[src/rtl/sfs_pkg.sv]
package sfs_pkg;

    typedef enum logic [5:0] {
        OP_STOP  = 6'd0,
        OP_CMD   = 6'd1,
        OP_ADDR  = 6'd2,
        OP_DUMMY = 6'd3,
        OP_READ  = 6'd4,
        OP_WRITE = 6'd5
    } sfs_op_e;

    typedef struct packed {
        logic [5:0] op;
        logic [1:0] lanes;
        logic [7:0] arg;
    } sfs_ins_t;

    typedef enum logic [1:0] {
        ST_IDLE,
        ST_LOAD,
        ST_SHIFT,
        ST_FIN
    } sfs_state_e;

    typedef enum logic [1:0] {
        K_OUT,
        K_IN,
        K_WR
    } sfs_kind_e;

    localparam logic [1:0] CODE_CLOSE = 2'b01;
    localparam logic [1:0] CODE_OPEN  = 2'b10;

endpackage

[src/rtl/sfs_lock.sv]
module sfs_lock #(
    parameter logic [31:0] KEY = 32'h5AF0_5AF0
) (
    input  logic        clk,
    input  logic        rst_n,
    input  logic        key_we,
    input  logic [31:0] key_wdata,
    input  logic        lock_we,
    input  logic [1:0]  lock_wcode,
    output logic        open
);
    import sfs_pkg::*;

    typedef struct packed {
        logic armed;
        logic open;
    } lk_t;

    lk_t q, d;

    always_comb begin
        d = q;
        if (lock_we) begin
            if (q.armed && lock_wcode == CODE_OPEN)  d.open = 1'b1;
            if (q.armed && lock_wcode == CODE_CLOSE) d.open = 1'b0;
            d.armed = 1'b0;
        end else if (key_we) begin
            d.armed = (key_wdata == KEY);
        end
    end

    always_ff @(posedge clk or negedge rst_n) begin
        if (!rst_n) q <= '0;
        else        q <= d;
    end

    assign open = q.open;
endmodule

[src/rtl/sfs_table.sv]
module sfs_table #(
    parameter int AW    = 5,
    parameter int DEPTH = 32
) (
    input  logic          clk,
    input  logic          rst_n,
    input  logic          open,
    input  logic          we,
    input  logic [AW-1:0] waddr,
    input  logic [31:0]   wdata,
    input  logic [AW-1:0] raddr,
    output logic [31:0]   rdata
);
    logic [31:0] mem_q [DEPTH];
    logic [31:0] mem_d [DEPTH];

    always_comb begin
        mem_d = mem_q;
        if (we && open) mem_d[waddr] = wdata;
    end

    always_ff @(posedge clk or negedge rst_n) begin
        if (!rst_n) mem_q <= '{default: '0};
        else        mem_q <= mem_d;
    end

    assign rdata = mem_q[raddr];
endmodule

[src/rtl/sfs_walker.sv]
module sfs_walker #(
    parameter int ADDR_W = 32,
    parameter int LEN_W  = 16,
    parameter int SEQ_W  = 3,
    parameter int WPS    = 4
) (
    input  logic                    clk,
    input  logic                    rst_n,
    input  logic                    trig,
    input  logic [SEQ_W-1:0]        trig_idx,
    input  logic [ADDR_W-1:0]       trig_addr,
    input  logic [LEN_W-1:0]        trig_len,
    output logic [SEQ_W+$clog2(WPS)-1:0] tbl_raddr,
    input  logic [31:0]             tbl_rdata,
    input  logic                    miso,
    input  logic [7:0]              tx_data,
    output logic                    busy,
    output logic                    done,
    output logic                    err,
    output logic                    sck,
    output logic                    cs_n,
    output logic                    mosi,
    output logic                    rx_valid,
    output logic [7:0]              rx_data,
    output logic                    tx_pop
);
    import sfs_pkg::*;

    localparam int SLOTS  = 2 * WPS;
    localparam int SLOT_W = $clog2(SLOTS) + 1;
    localparam int WSEL_W = $clog2(WPS);
    localparam int PADZ   = ADDR_W - 8;

    typedef struct packed {
        sfs_state_e        st;
        logic [SEQ_W-1:0]  seq;
        logic [SLOT_W-1:0] slot;
        logic [ADDR_W-1:0] sh;
        logic [7:0]        bits;
        logic [LEN_W-1:0]  bytes;
        sfs_kind_e         kind;
        logic [7:0]        rxsh;
        logic              phase;
        logic              sck;
        logic              cs_n;
        logic              busy;
        logic              done;
        logic              err;
        logic              rx_valid;
        logic [7:0]        rx_data;
        logic [ADDR_W-1:0] addr;
        logic [LEN_W-1:0]  len;
    } wk_t;

    wk_t      q, d;
    sfs_ins_t ins;
    logic     ins_end;
    logic     pop;
    logic [LEN_W-1:0] nbytes;
    logic [7:0]       abits;

    assign tbl_raddr = (q.st == ST_IDLE) ? {trig_idx, {WSEL_W{1'b0}}}
                                         : {q.seq, q.slot[SLOT_W-2:1]};
    assign ins     = (q.st != ST_IDLE && q.slot[0]) ? tbl_rdata[31:16] : tbl_rdata[15:0];
    assign ins_end = (ins.op == OP_STOP) || (ins.lanes != 2'b00) || (ins.op > OP_WRITE);
    assign nbytes  = (q.len != '0) ? q.len : LEN_W'(ins.arg);
    assign abits   = (ins.arg > 8'(ADDR_W)) ? 8'(ADDR_W) : ins.arg;

    always_comb begin
        d          = q;
        d.done     = 1'b0;
        d.err      = 1'b0;
        d.rx_valid = 1'b0;
        pop        = 1'b0;
        unique case (q.st)
            ST_IDLE: begin
                if (trig) begin
                    if (ins_end) begin
                        d.err = 1'b1;
                    end else begin
                        d.st   = ST_LOAD;
                        d.busy = 1'b1;
                        d.cs_n = 1'b0;
                        d.seq  = trig_idx;
                        d.slot = '0;
                        d.addr = trig_addr;
                        d.len  = trig_len;
                    end
                end
            end
            ST_LOAD: begin
                if (q.slot == SLOT_W'(SLOTS) || ins_end) begin
                    d.st = ST_FIN;
                end else begin
                    d.st    = ST_SHIFT;
                    d.phase = 1'b0;
                    d.bits  = 8'd8;
                    d.bytes = LEN_W'(1);
                    d.kind  = K_OUT;
                    d.sh    = '0;
                    case (ins.op)
                        OP_CMD: d.sh = {ins.arg, {PADZ{1'b0}}};
                        OP_ADDR: begin
                            d.bits = abits;
                            d.sh   = q.addr << (ADDR_W - int'(abits));
                        end
                        OP_DUMMY: d.bits = ins.arg;
                        OP_READ: begin
                            d.kind  = K_IN;
                            d.bytes = nbytes;
                        end
                        default: begin
                            d.kind  = K_WR;
                            d.bytes = nbytes;
                            d.sh    = {tx_data, {PADZ{1'b0}}};
                            pop     = (nbytes != '0);
                        end
                    endcase
                    if (d.bits == 8'd0 || d.bytes == '0) begin
                        d.st   = ST_LOAD;
                        d.slot = q.slot + SLOT_W'(1);
                    end
                end
            end
            ST_SHIFT: begin
                if (!q.phase) begin
                    d.phase = 1'b1;
                    d.sck   = 1'b1;
                end else begin
                    d.phase = 1'b0;
                    d.sck   = 1'b0;
                    d.rxsh  = {q.rxsh[6:0], miso};
                    d.sh    = q.sh << 1;
                    d.bits  = q.bits - 8'd1;
                    if (q.bits == 8'd1) begin
                        if (q.kind == K_IN) begin
                            d.rx_valid = 1'b1;
                            d.rx_data  = {q.rxsh[6:0], miso};
                        end
                        if (q.bytes == LEN_W'(1)) begin
                            d.st   = ST_LOAD;
                            d.slot = q.slot + SLOT_W'(1);
                        end else begin
                            d.bytes = q.bytes - LEN_W'(1);
                            d.bits  = 8'd8;
                            if (q.kind == K_WR) begin
                                d.sh = {tx_data, {PADZ{1'b0}}};
                                pop  = 1'b1;
                            end
                        end
                    end
                end
            end
            ST_FIN: begin
                d.st   = ST_IDLE;
                d.cs_n = 1'b1;
                d.busy = 1'b0;
                d.done = 1'b1;
            end
            default: d.st = ST_IDLE;
        endcase
    end

    always_ff @(posedge clk or negedge rst_n) begin
        if (!rst_n) begin
            q      <= '0;
            q.cs_n <= 1'b1;
        end else begin
            q <= d;
        end
    end

    assign busy     = q.busy;
    assign done     = q.done;
    assign err      = q.err;
    assign sck      = q.sck;
    assign cs_n     = q.cs_n;
    assign mosi     = !q.cs_n && q.sh[ADDR_W-1];
    assign rx_valid = q.rx_valid;
    assign rx_data  = q.rx_data;
    assign tx_pop   = pop;
endmodule

[src/rtl/lut_flash_seq.sv]
module lut_flash_seq #(
    parameter int          NUM_SEQ = 8,
    parameter int          WPS     = 4,
    parameter int          ADDR_W  = 32,
    parameter int          LEN_W   = 16,
    parameter logic [31:0] KEY     = 32'h5AF0_5AF0,
    localparam int         SEQ_W   = $clog2(NUM_SEQ),
    localparam int         TBL_AW  = SEQ_W + $clog2(WPS)
) (
    input  logic              clk,
    input  logic              rst_n,
    input  logic              tbl_we,
    input  logic [TBL_AW-1:0] tbl_waddr,
    input  logic [31:0]       tbl_wdata,
    input  logic              key_we,
    input  logic [31:0]       key_wdata,
    input  logic              lock_we,
    input  logic [1:0]        lock_wcode,
    input  logic              trig,
    input  logic [SEQ_W-1:0]  trig_idx,
    input  logic [ADDR_W-1:0] trig_addr,
    input  logic [LEN_W-1:0]  trig_len,
    output logic              busy,
    output logic              done,
    output logic              err,
    output logic              sck,
    output logic              cs_n,
    output logic              mosi,
    input  logic              miso,
    output logic              rx_valid,
    output logic [7:0]        rx_data,
    input  logic [7:0]        tx_data,
    output logic              tx_pop
);
    localparam int DEPTH = NUM_SEQ * WPS;

    logic              open;
    logic [TBL_AW-1:0] raddr;
    logic [31:0]       rdata;

    sfs_lock #(.KEY(KEY)) i_lock (
        .clk(clk), .rst_n(rst_n),
        .key_we(key_we), .key_wdata(key_wdata),
        .lock_we(lock_we), .lock_wcode(lock_wcode),
        .open(open)
    );

    sfs_table #(.AW(TBL_AW), .DEPTH(DEPTH)) i_table (
        .clk(clk), .rst_n(rst_n), .open(open),
        .we(tbl_we), .waddr(tbl_waddr), .wdata(tbl_wdata),
        .raddr(raddr), .rdata(rdata)
    );

    sfs_walker #(.ADDR_W(ADDR_W), .LEN_W(LEN_W), .SEQ_W(SEQ_W), .WPS(WPS)) i_walker (
        .clk(clk), .rst_n(rst_n),
        .trig(trig), .trig_idx(trig_idx), .trig_addr(trig_addr), .trig_len(trig_len),
        .tbl_raddr(raddr), .tbl_rdata(rdata),
        .miso(miso), .tx_data(tx_data),
        .busy(busy), .done(done), .err(err),
        .sck(sck), .cs_n(cs_n), .mosi(mosi),
        .rx_valid(rx_valid), .rx_data(rx_data), .tx_pop(tx_pop)
    );
endmodule

[config.mk]
export PLATFORM = sky130hd
export DESIGN_NAME = lut_flash_seq
export DESIGN_NICKNAME = d
export VERILOG_FILES = /design/src/rtl/sfs_pkg.sv /design/src/rtl/sfs_lock.sv /design/src/rtl/sfs_table.sv /design/src/rtl/sfs_walker.sv /design/src/rtl/lut_flash_seq.sv
export SDC_FILE = /design/constraint.sdc
export NUM_CORES = 2
export LEC_CHECK = 0
export BUFFER_PORTS_ARGS = -buffer_cell sky130_fd_sc_hd__buf_2
export CAP_MARGIN = 20
export CORE_UTILIZATION = 44
export DETAILED_ROUTE_END_ITERATION = 7
export RECOVER_POWER = 50
export SLEW_MARGIN = 20
export SYNTH_ARGS = -nofsm -noshare
export SYNTH_HDL_FRONTEND = slang
export SYNTH_SLANG_ARGS = --single-unit
[constraint.sdc]
create_clock -name clk -period 6.2 [get_ports clk]
set_input_delay 0.93 -clock clk [delete_from_list [all_inputs] [get_ports clk]]
set_output_delay 0.93 -clock clk [all_outputs]
set_load 0.005 [all_outputs]
==> reports/qor.txt <==
RD Place Congestion: 0.9268
Critical Path Source: i_walker.q[131]
DRC Markers: 0
Vias/cell: 6.249
slowest cell on the critical path: dfrtp_2
CTS sink cnt: 1163
Post-Syn Area per Cell: 12.07 um2
final wirelength: 196100 um
fillers: 11556
number of synthesized flops with an enable pin: 0
CTS tree: built
Final Setup Violations: 0
Area after DPL: 61050 um2
number of global-route vias before repair: 41412
Max-Cap Viols: 10
fmax: 0.1640 GHz
Inst Count DP: 6459
Tightest Hold Check Type: in2async
initial drt markers: 4039
grt total ovfl: 0
average wire per standard cell: 29.24 um
finished layout cell area: 65400 um2
Die Span Y: 364.0 um
ys async rst share: 100.0%
largest net degree at the start of global routing: 154
# hold bufs at CTS: 0
beginning of the worst register-to-register path: i_walker.q[136]
initial antenna violation count: 12
clock skew: 32.14 ps
FF+latch count, synth: 1163
Slew @ Worst Pin: 4098 ps
Most common cell on crit path: buf_4
Final Hold Violating Endpoints: 0
H-tree Lvls: 4
Total GRT Usage: 29.58%
Initial Utilization: 44.42%
Max-slew headroom: -173.2%
required time worst endpoint: 5270 ps
dpl hpwl: 121100 um
CP endpoint kind: primary output
fin nets: 5010
DR vias: 41914
I/O Buffers: 152
CP top delay family: compound AO/OA/AOI/OAI gates
Tcrit/Tclk final: 98.37%
Mapped Area: 57660 um2
Clock Pin Slew Worst Setup and Hold Paths: 60 ps
Routed Antenna Nets: 0
Skew-Pair Late Insertion Delay: 790 ps
layout cells sized above 1: 37.33%
power per cell area: 433.0 nW/um2
post-synthesis cell type count: 102
Crit path buffers/inverters: 3
Crit path arrival time: 5170 ps
status: finished, violations left
Syn Inst Count: 4777
non-filler instance count after layout: 6707
Crit Path Class: reg2out
I/O pin count: 153
Syn Nets: 4925
number of iterations in the first detailed-routing pass: 6
Pins Over Slew Limit: 1050
Pleak: 30.88 nW
CP Launch Type: register
CP peak stage delay: 740 ps
Num CTS Buffers: 134
sequential element share of the synthesized area: 50.47%
core outline area: 129800 um2
critical path, cell by cell: buf_4 -> nand2b_2 -> o221ai_1 -> o21ai_0 -> a21oi_1 -> nor4_4 -> o2111ai_4 -> buf_4 -> nor3_1 -> o21ai_2 -> nor2_1 -> nand2_1 -> a211oi_1 -> o21a_1 -> buf_2
fin crit period: 6099 ps
clock root cell: clkbuf_16
Die X: 364.0 um
Area Overhead vs Synth: 13.41%
CTS max path bufs: 3
Synth Flop Type: dfrtp_1
setup_tns: 0 ps
Worst IR Drop VDD: 0.3591 mV
worst-path maximum fanout: 16
DIE AREA: 132500 um2
yosys warns: 0
Placement Rows: 132
failing checks: max-capacitance violations, max-slew violations
first-pass GRT wire length: 288800 um
power breakdown:
part / leakage (nW) / switching (mW) / internal, mW
Clock: 2.12 / 3.30 / 4.56
Sequential: 16.1 / 0.477 / 7.94
Combinational: 12.6 / 7.61 / 4.44
Total: 30.9 / 11.4 / 16.9
Yosys cell counts, drive strengths merged, types with 54 or more instances:
cell type / count / area (um2)
dfrtp: 1162 / 29080
mux2i: 254 / 2546
a21oi: 175 / 875.8
nor2: 166 / 630.6
nand3: 54 / 270.3
mux2: 1152 / 12980
nor3: 94 / 491.7
nand2: 246 / 930.9
buf: 202 / 1160
o22ai: 78 / 488.0
clkbuf: 243 / 913.4
o21ai: 195 / 979.7
sequential cells by signal, summed over array words and instances (netlist names):
register           flops
i_walker.err           1
i_walker.busy          1
i_table.mem_q       1024
i_lock.open            1
i_walker.cs_n          1
i_walker.rx_valid      1
i_walker.done          1
i_lock.q               1
i_walker.rx_data       8
i_walker.q           123
i_walker.sck           1
worst register-to-register path, cell delays in order (launching register included):
cell and delay, ps:
dfrtp_1 400, inv_1 140, ha_4 280, buf_6 220
nor2b_4 460, buf_4 290, buf_4 220, a21oi_1 110
a311oi_1 360, a31oi_1 60, o21ai_0 210, nand3_1 320
nand2b_1 300, ha_1 310, buf_12 190, and2_1 130
and4_1 190, a211oi_1 190, o221ai_1 250, mux4_2 570
a22oi_1 220, o21ai_1 80
stage by stage:
step	util, %	power (mW)	worst slack (ps)	hold WS (ps)
3_5_place_dp	47.03	20.15	148.1	454.0
5_1_grt	50.37	29.43	-39.06	213.4
3_3_place_gp	46.98	20.18	95.47	449.3
2_1_floorplan	-	15.23	875.4	433.1
6_report	50.38	28.31	101.3	158.5
4_1_cts	50.42	28.10	49.50	206.1
kinds of logic (layout without fill, tap and decap cells):
family | after synthesis | after routing | share of synthesized area, %
xor gates and xnor gates | 1 | 1 | 0.01519
DFF | 1163 | 1163 | 50.47
buffers and inverters | 480 | 663 | 3.823
and+or+nand+nor | 792 | 793 | 6.833
AOI/OAI and AO/OA | 891 | 891 | 10.41
muxes | 1439 | 1439 | 28.21
other | 0 | 4 | 0
adders and majority gates | 11 | 11 | 0.2387
final timing paths:
kind	slack (ps)	end	depth (start not counted)
max	100	tx_pop	15
min	160	i_table.mem_q[998]	1
max reg2reg	600	i_walker.q[111]	21
min reg2reg	470	i_walker.rx_data[1]	2
max in group asynchronous	1350	i_walker.q[131]	2
min in group clk	320	i_lock.q[1]	2
cell type report:
type                       instances  area (um2)  share of cell area, %
tap                             1742        2180                  3.333
sequential                      1163       29110                  44.52
clock inverter                    43       412.9                 0.6314
multi-input combinational       3135       26700                  40.83
antenna                            4       10.01                0.01531
inverter                          35       132.6                 0.2028
clock buffer                     192        3874                  5.923
timing repair buffer             393        2970                  4.542
repair_timing:
action,CTS,global route
setup endpoints to repair,1,1
buffers inserted,5,2
pin swaps,0,4
gates resized for setup,12,11
cloned,1,1
layer usage:
| layer | track usage [%] | wire (um) | up-vias |
|---|---|---|---|
| met5 | 0 | 84 | - |
| met4 | 10.67 | 7106 | 14 |
| met3 | 5.113 | 13040 | 396 |
| met2 | 46.69 | 91190 | 1611 |
| li1 | - | - | 17876 |
| met1 | 40.88 | 84700 | 22017 |
cell usage in the layout, fill, tap and decap left out, types with 15 or more instances in the layout:
master,Yosys,layout
a221o_1,15,15
nand2_1,245,233
a31oi_1,40,39
clkbuf_8,0,26
mux2i_1,253,252
clkinv_2,0,24
a22oi_1,45,45
buf_12,0,26
mux2_2,1147,1146
o211ai_1,32,32
o311ai_0,26,23
buf_2,75,149
nor2_4,1,15
nand2b_1,32,29
clkbuf_1,242,36
nand4_1,15,15
buf_4,60,196
a32oi_1,16,16
nor2b_1,24,16
o21ai_0,172,171
mux4_2,33,33
and3_1,23,23
dfrtp_1,1162,1158
o22ai_1,78,78
a22o_1,21,21
inv_1,30,30
nor2_1,165,150
or3_1,40,39
o21ai_1,22,22
a21oi_1,175,173
nor4_1,16,15
a221oi_1,32,32
clkbuf_16,0,137
nand3_1,54,54
a211oi_1,43,43
o221ai_1,36,36
nor3_1,91,90
No activity file was read; power rests on OpenSTA's default activity.
